===== src/rtl/int_entry_pkg.sv =====
package int_entry_pkg;

  localparam int TYPE_W = 8;

  localparam logic [TYPE_W-1:0] DIV_T  = 8'd0;
  localparam logic [TYPE_W-1:0] STEP_T = 8'd1;
  localparam logic [TYPE_W-1:0] NMI_T  = 8'd2;
  localparam logic [TYPE_W-1:0] INTO_T = 8'd4;

  typedef enum logic [1:0] {ADR_PUSH, ADR_POP, ADR_VLO, ADR_VHI} addrSel_e;
  typedef enum logic [1:0] {WD_FLAGS, WD_CS, WD_IP} wdSel_e;

  // strobes from the control FSM to the datapath
  typedef struct packed {
    logic              idle;
    logic              memRd;
    logic              memWr;
    logic              spDec;
    logic              spInc;
    addrSel_e          addrSel;
    wdSel_e            wdSel;
    logic              clrIfTf;
    logic              capIp;
    logic              capCs;
    logic              capFlags;
    logic              latchRet;
    logic              chainRet;
    logic              loadType;
    logic [TYPE_W-1:0] typeVal;
    logic              clrNmi;
    logic              armTf;
    logic              redirect;
  } strobe_t;

endpackage


===== src/rtl/int_entry_ctrl.sv =====
module int_entry_ctrl
  import int_entry_pkg::*;
(
  input  logic              clk,
  input  logic              rstN,
  input  logic              instrDone,
  input  logic              divErr,
  input  logic              swInt,
  input  logic [TYPE_W-1:0] swType,
  input  logic              intoExec,
  input  logic              iretExec,
  input  logic              intrPin,
  input  logic [TYPE_W-1:0] intrType,
  input  logic              ifFlag,
  input  logic              ofFlag,
  input  logic              tfArm,
  input  logic              nmiPend,
  output strobe_t           st
);

  typedef enum logic [3:0] {
    S_IDLE, S_EFL, S_ECS, S_EIP, S_EVLO, S_EVHI, S_ELDCS,
    S_RIP, S_RCS, S_RFL, S_RLDF, S_FIN
  } state_e;

  state_e            stQ, stD;
  logic              entryQ, entryD;
  logic              take;
  logic [TYPE_W-1:0] tval;

  always_comb begin
    st     = '0;
    stD    = stQ;
    entryD = entryQ;
    take   = 1'b0;
    tval   = '0;
    case (stQ)
      S_IDLE: begin
        st.idle = 1'b1;
        if (instrDone) begin
          if (iretExec) begin
            stD    = S_RIP;
            entryD = 1'b0;
          end else begin
            take = 1'b1;
            // fixed priority: internal, NMI, INTR, single step
            if (divErr)                 tval = DIV_T;
            else if (swInt)             tval = swType;
            else if (intoExec && ofFlag) tval = INTO_T;
            else if (nmiPend) begin
              tval      = NMI_T;
              st.clrNmi = 1'b1;
            end
            else if (intrPin && ifFlag) tval = intrType;
            else if (tfArm)             tval = STEP_T;
            else                        take = 1'b0;
            if (take) begin
              st.latchRet = 1'b1;
              st.loadType = 1'b1;
              st.typeVal  = tval;
              stD         = S_EFL;
              entryD      = 1'b1;
            end else begin
              st.armTf = 1'b1;
            end
          end
        end
      end
      S_EFL: begin
        st.memWr = 1'b1; st.spDec = 1'b1; st.addrSel = ADR_PUSH;
        st.wdSel = WD_FLAGS; st.clrIfTf = 1'b1; stD = S_ECS;
      end
      S_ECS: begin
        st.memWr = 1'b1; st.spDec = 1'b1; st.addrSel = ADR_PUSH;
        st.wdSel = WD_CS; stD = S_EIP;
      end
      S_EIP: begin
        st.memWr = 1'b1; st.spDec = 1'b1; st.addrSel = ADR_PUSH;
        st.wdSel = WD_IP; stD = S_EVLO;
      end
      S_EVLO: begin
        st.memRd = 1'b1; st.addrSel = ADR_VLO; stD = S_EVHI;
      end
      S_EVHI: begin
        st.memRd = 1'b1; st.addrSel = ADR_VHI; st.capIp = 1'b1; stD = S_ELDCS;
      end
      S_ELDCS: begin
        st.capCs = 1'b1; stD = S_FIN;
      end
      S_RIP: begin
        st.memRd = 1'b1; st.spInc = 1'b1; st.addrSel = ADR_POP; stD = S_RCS;
      end
      S_RCS: begin
        st.memRd = 1'b1; st.spInc = 1'b1; st.addrSel = ADR_POP;
        st.capIp = 1'b1; stD = S_RFL;
      end
      S_RFL: begin
        st.memRd = 1'b1; st.spInc = 1'b1; st.addrSel = ADR_POP;
        st.capCs = 1'b1; stD = S_RLDF;
      end
      S_RLDF: begin
        st.capFlags = 1'b1; stD = S_FIN;
      end
      S_FIN: begin
        st.redirect = 1'b1;
        st.armTf    = 1'b1;
        // an NMI latched during an entry is taken before the handler runs
        if (entryQ && nmiPend) begin
          st.chainRet = 1'b1;
          st.loadType = 1'b1;
          st.typeVal  = NMI_T;
          st.clrNmi   = 1'b1;
          stD         = S_EFL;
        end else begin
          stD = S_IDLE;
        end
      end
      default: stD = S_IDLE;
    endcase
  end

  always_ff @(posedge clk) begin
    if (!rstN) begin
      stQ    <= S_IDLE;
      entryQ <= 1'b0;
    end else begin
      stQ    <= stD;
      entryQ <= entryD;
    end
  end

endmodule


===== src/rtl/int_entry_dp.sv =====
module int_entry_dp
  import int_entry_pkg::*;
#(
  parameter int DW       = 16,
  parameter int AW       = 20,
  parameter int TF_BIT   = 8,
  parameter int IF_BIT   = 9,
  parameter int OF_BIT   = 11
) (
  input  logic          clk,
  input  logic          rstN,
  input  strobe_t       st,
  input  logic          nmiPin,
  input  logic [DW-1:0] curCs,
  input  logic [DW-1:0] nextIp,
  input  logic [DW-1:0] ssBase,
  input  logic          flagWr,
  input  logic [DW-1:0] flagWdata,
  input  logic          spWr,
  input  logic [DW-1:0] spWdata,
  input  logic [DW-1:0] memRdata,
  output logic          ifFlag,
  output logic          ofFlag,
  output logic          tfArm,
  output logic          nmiPend,
  output logic [AW-1:0] memAddr,
  output logic [DW-1:0] memWdata,
  output logic [DW-1:0] newCs,
  output logic [DW-1:0] newIp,
  output logic [DW-1:0] flagsOut,
  output logic [DW-1:0] spOut
);

  localparam int SEG_SHIFT = 4;
  localparam int WORD_B    = DW / 8;
  localparam int VEC_SHIFT = 2;

  logic [DW-1:0]     flagsQ, flagsD, spQ, spMinus;
  logic [DW-1:0]     retCsQ, retIpQ, newCsQ, newIpQ;
  logic [TYPE_W-1:0] typeQ;
  logic              nmiPrevQ, nmiPendQ, tfArmQ;
  logic [AW-1:0]     stkBase, vecLo;

  always_comb begin
    flagsD = flagsQ;
    if (st.capFlags) flagsD = memRdata;
    else if (st.clrIfTf) begin
      flagsD[IF_BIT] = 1'b0;
      flagsD[TF_BIT] = 1'b0;
    end
    else if (flagWr && st.idle) flagsD = flagWdata;
  end

  assign spMinus = spQ - DW'(WORD_B);
  assign stkBase = AW'({ssBase, {SEG_SHIFT{1'b0}}});
  assign vecLo   = AW'({typeQ, {VEC_SHIFT{1'b0}}});

  always_comb begin
    case (st.addrSel)
      ADR_PUSH: memAddr = stkBase + AW'(spMinus);
      ADR_POP:  memAddr = stkBase + AW'(spQ);
      ADR_VLO:  memAddr = vecLo;
      default:  memAddr = vecLo + AW'(WORD_B);
    endcase
    case (st.wdSel)
      WD_FLAGS: memWdata = flagsQ;
      WD_CS:    memWdata = retCsQ;
      default:  memWdata = retIpQ;
    endcase
  end

  always_ff @(posedge clk) begin
    if (!rstN) begin
      flagsQ   <= '0;
      spQ      <= '0;
      retCsQ   <= '0;
      retIpQ   <= '0;
      newCsQ   <= '0;
      newIpQ   <= '0;
      typeQ    <= '0;
      nmiPrevQ <= 1'b0;
      nmiPendQ <= 1'b0;
      tfArmQ   <= 1'b0;
    end else begin
      flagsQ   <= flagsD;
      nmiPrevQ <= nmiPin;
      nmiPendQ <= (nmiPendQ && !st.clrNmi) || (nmiPin && !nmiPrevQ);
      if (st.armTf) tfArmQ <= flagsD[TF_BIT];
      if (st.spDec)             spQ <= spMinus;
      else if (st.spInc)        spQ <= spQ + DW'(WORD_B);
      else if (spWr && st.idle) spQ <= spWdata;
      if (st.latchRet) begin
        retCsQ <= curCs;
        retIpQ <= nextIp;
      end else if (st.chainRet) begin
        retCsQ <= newCsQ;
        retIpQ <= newIpQ;
      end
      if (st.loadType) typeQ  <= st.typeVal;
      if (st.capIp)    newIpQ <= memRdata;
      if (st.capCs)    newCsQ <= memRdata;
    end
  end

  assign ifFlag   = flagsQ[IF_BIT];
  assign ofFlag   = flagsQ[OF_BIT];
  assign tfArm    = tfArmQ;
  assign nmiPend  = nmiPendQ;
  assign newCs    = newCsQ;
  assign newIp    = newIpQ;
  assign flagsOut = flagsQ;
  assign spOut    = spQ;

endmodule


===== src/rtl/int_entry_seq.sv =====
module int_entry_seq
  import int_entry_pkg::*;
(
  input  logic        clk,
  input  logic        rstN,
  input  logic        instrDone,
  input  logic        divErr,
  input  logic        swInt,
  input  logic [7:0]  swType,
  input  logic        intoExec,
  input  logic        iretExec,
  input  logic        nmiPin,
  input  logic        intrPin,
  input  logic [7:0]  intrType,
  input  logic [15:0] curCs,
  input  logic [15:0] nextIp,
  input  logic [15:0] ssBase,
  input  logic        flagWr,
  input  logic [15:0] flagWdata,
  input  logic        spWr,
  input  logic [15:0] spWdata,
  input  logic [15:0] memRdata,
  output logic        memReq,
  output logic        memWe,
  output logic [19:0] memAddr,
  output logic [15:0] memWdata,
  output logic        redirect,
  output logic [15:0] newCs,
  output logic [15:0] newIp,
  output logic [15:0] flagsOut,
  output logic [15:0] spOut,
  output logic        busy
);

  strobe_t st;
  logic    ifFlag, ofFlag, tfArm, nmiPend;

  int_entry_ctrl ctrl_i (
    .clk(clk), .rstN(rstN), .instrDone(instrDone), .divErr(divErr),
    .swInt(swInt), .swType(swType), .intoExec(intoExec), .iretExec(iretExec),
    .intrPin(intrPin), .intrType(intrType), .ifFlag(ifFlag), .ofFlag(ofFlag),
    .tfArm(tfArm), .nmiPend(nmiPend), .st(st)
  );

  int_entry_dp #(.DW(16), .AW(20)) dp_i (
    .clk(clk), .rstN(rstN), .st(st), .nmiPin(nmiPin), .curCs(curCs),
    .nextIp(nextIp), .ssBase(ssBase), .flagWr(flagWr), .flagWdata(flagWdata),
    .spWr(spWr), .spWdata(spWdata), .memRdata(memRdata), .ifFlag(ifFlag),
    .ofFlag(ofFlag), .tfArm(tfArm), .nmiPend(nmiPend), .memAddr(memAddr),
    .memWdata(memWdata), .newCs(newCs), .newIp(newIp), .flagsOut(flagsOut),
    .spOut(spOut)
  );

  assign memReq   = st.memRd | st.memWr;
  assign memWe    = st.memWr;
  assign redirect = st.redirect;
  assign busy     = ~st.idle;

endmodule


===== config.mk =====
export PLATFORM = sky130hd
export DESIGN_NAME = int_entry_seq
export DESIGN_NICKNAME = d
export VERILOG_FILES = /design/src/rtl/int_entry_pkg.sv /design/src/rtl/int_entry_ctrl.sv /design/src/rtl/int_entry_dp.sv /design/src/rtl/int_entry_seq.sv
export SDC_FILE = /design/constraint.sdc
export NUM_CORES = 1
export LEC_CHECK = 0
export BUFFER_PORTS_ARGS = -buffer_cell sky130_fd_sc_hd__buf_4
export CAP_MARGIN = 20
export CORE_ASPECT_RATIO = 0.9
export CORE_MARGIN = 3
export CORE_UTILIZATION = 52
export DETAILED_ROUTE_END_ITERATION = 10
export PLACE_DENSITY = 0.78
export SYNTH_ARGS = -nofsm -noshare
export SYNTH_HDL_FRONTEND = slang
export SYNTH_HIERARCHICAL = 1
export SYNTH_SLANG_ARGS = --single-unit

===== constraint.sdc =====
create_clock -name clk -period 4.5 [get_ports clk]
set_input_delay 0.225 -clock clk [delete_from_list [all_inputs] [get_ports clk]]
set_output_delay 0.225 -clock clk [all_outputs]
set_load 0.01 [all_outputs]

==> flow_summary_export.csv <==
group,metric,value,unit
die,dieArea,15100,um^2
finish,final_area,9140,um^2
sta,layout_min_cycle_time,4.08,ns
logic_synthesis,seq_area_frac_synth,31.6,%
sta,final-max-slew-violation-count,0,
grt,grt_max_degree,57,
cts,post_cts_buffers,0,
sta,rsz0062_at_grt,"no",
cts,clock-root-buffer,"clkbuf_16",
finish,seq_area,2250,um^2
logic_synthesis,synth-seq-cells,112,
grt,grt_overflow,0,
cts,clk_latency,0.36,ns
critical_path,critPathKind,"reg2out",
logic_synthesis,ys.warnings.count,6,
die,design.core.area,13000,um^2
logic_synthesis,synth_area_leaders,"dfxtp_1 (32%), mux2i_1 (16%), nor2_1 (8.8%), a21oi_1 (4.5%), o21ai_0 (3.5%)",
cts,cts_max_path_buffers,2,
logic_synthesis,synth_top_area_share,31.6,%
worst_hold_path,hold_class,"in2reg",
critical_path,crit_arrival,3.86,ns
die,start_util,54.6,%
grt,antenna_found_initial,0,
grt,grt_pass1_wl,34.6,mm
logic_synthesis,synth_cells,890,
sta,hold_violations,0,
placed_design,dpl_cell_area,8820,um^2
logic_synthesis,ys_types,69,
cts,clk_pin_slew,0.08,ns
route,drt_iter0_drc,572,
finish,nFillCells,1079,
critical_path,cp.required,4.28,ns
grt,grt_pass1_vias,6670,
placed_design,gp_congestion,0.868,
cts,tritoncts,"yes",
logic_synthesis,syn-num-nets,1031,
cts,cts.sinks,112,
route,routedWlPerCell,18.2,um
power,vdd_drop_max,0.000334,V
route,drtAntennaViolNets,0,
die,die_w,129,um
logic_synthesis,synth_edf_count,0,
route,routed_wirelength,22.7,mm
run,cap_violations,0,
route,drt_pass1_iterations,5,
critical_path,setup.worst_path.end_class,"output pin",
finish,final_cell_mix,"buf_4 (239), nor2_1 (162), mux2i_1 (110), dfxtp_1 (109), a21oi_1 (62)",
critical_path,crit_path_start_kind,"register",
grt,track_usage,28.8,%
route,via_per_inst,5.80,
finish,drive_gt1_share,28.2,%
finish,n_antenna_cell,0,
critical_path,path_max_fanout,10,
power,cellLeakagePower,3.88,nW
sta,max_freq,0.245,GHz
finish,area_growth,28.9,%
finish,finalNonFillerCells,1242,
sta,slew_headroom,29.3,%
logic_synthesis,synthesis.area,7080,um^2
sta,fin_crit_sh,90.7,%
die,rows,39,
die,io_pins,227,
cts,htree_levels,3,
placed_design,dp.cells,1225,
logic_synthesis,async_flop_share,0,%
die,die_y,117,um
finish,layout_commonest_cell,"buf_4",
route,drc,0,
route,vias,7205,
status,outcome,"finished clean",
sta,setup_viol,0,
placed_design,port_buffers,226,
sta,setup_tns,0,ns
sta,tightest_slew,1.06,ns
placed_design,dp_hpwl,16.5,mm
finish,layout.nets,1214,
sta,clock-skew-final,0.00940,ns
logic_synthesis,synth_area_leader_cell,"dfxtp_1",
logic_synthesis,syn_avg_cell_area,7.96,um^2
logic_synthesis,ys.flop_type,"dfxtp_1",
finish,multiInputGateArea,4530,um^2
power,power_density,592,nW/um^2
cts,cts_buffers,9,
[worst max-delay path, stage by stage, from the launching register on]
cell,delay (ns)
dfxtp_1,0.40
inv_1,0.09
ha_1,0.20
nor3b_1,0.51
nand3_1,0.26
nor2_1,0.21
nand2_1,0.09
xnor2_1,0.22
ha_1,0.31
and3_1,0.22
nor3b_1,0.15
a221oi_2,0.33
o21bai_1,0.11
mux2_2,0.28
buf_4,0.14
[power by group]
part	internal (mW)	switching (mW)	leakage (nW)
combinational	1.52	1.75	2.83
clock	0.390	0.403	0.134
sequential	1.11	0.234	0.912
total	3.02	2.39	3.88
[registers in the layout, summed over array words and instances (netlist names)]
name and count:
dp_i/flagsOut 16, dp_i/newCs 16, dp_i/newIp 16, dp_i/retCsQ 16, dp_i/retIpQ 16, dp_i/spOut 16
dp_i/typeQ 8, ctrl_i/stQ 4, ctrl_i/entryQ 1, dp_i/nmiPend 1, dp_i/nmiPrevQ 1, dp_i/tfArm 1
[synth_stat cells, drive strengths merged (3+ instances only)]
cell type  instances
o22ai              5
xor2              11
o21bai             3
a211oi             3
or3                7
nor4               4
buf               18
or2                6
nand2             56
a32oi              4
a21o               7
dfxtp            112
nor3              20
nor2             168
mux2              20
nand2b            12
a22oi             10
nand3             19
ha                17
nand4              7
or4                3
a221oi             7
and3               6
o21ai             53
mux2i            110
inv               16
a31oi             11
clkbuf            50
a21oi             63
xnor2             14
nor2b             10
[area by class of cell]
cell class / instances / share of cell area [%]
flip-flops and latches: 112 / 24.6
inverters: 16 / 0.657
repair buffers: 240 / 19.8
multi-input cells: 694 / 49.5
clock buffers: 10 / 2.51
clock inverters: 6 / 0.657
well taps: 164 / 2.25
[what timing repair did]
action / in CTS / in global routing
hold buffers: 0 / 0
gates resized for setup: 0 / 4
setup endpoints to repair: 0 / 2
[cells by family after synthesis]
kind of cell	Yosys count	share of synthesized area (%)
AOI/OAI and AO/OA	190	16.5
xor gates and xnor gates	25	3.09
adders and majority gates	18	3.29
buffers and inverters	84	4.98
DFF	112	31.6
muxes	130	18.7
and+or+nand+nor	331	21.7
[worst paths after layout]
kind                         startpoint                           to  slack (ns)  depth (start not counted)
max reg2reg  ctrl_i/stQ[1]$_SDFFE_PN0P_  dp_i/retCsQ[6]$_SDFFE_PN0P_        1.60                          9
min reg2reg    dp_i/nmiPrevQ$_SDFF_PN0_      dp_i/nmiPend$_SDFF_PN0_        0.48                          2
min                              nmiPin     dp_i/nmiPrevQ$_SDFF_PN0_        0.08                          2
max          dp_i/spOut[1]$_SDFFE_PN0P_                  memAddr[16]        0.42                         14
[through the flow]
| stage | hold WS [ns] | power [mW] | setup WS, ns | util [%] |
|---|---|---|---|---|
| after global placement | 0.448 | 4.54 | 0.690 | 68.0 |
| final | 0.0835 | 5.41 | 0.417 | 70.4 |
| after detailed placement | 0.450 | 4.57 | 0.577 | 68.0 |
| after CTS | 0.0777 | 5.38 | 0.180 | 70.2 |
| after global routing | 0.0857 | 5.78 | 0.0498 | 70.4 |
| after floorplan | 0.342 | 3.42 | 1.05 | - |
[routing by layer]
layer / global-route usage [%] / up-vias / share of wire [%]
met5: 0 / - / 0
met4: 6.65 / 0 / 1.5
met3: 7.68 / 29 / 8.1
met2: 49.8 / 280 / 49
met1: 36.1 / 3378 / 41
li1: - / 3518 / -
No activity file was read; power rests on OpenSTA's default activity.
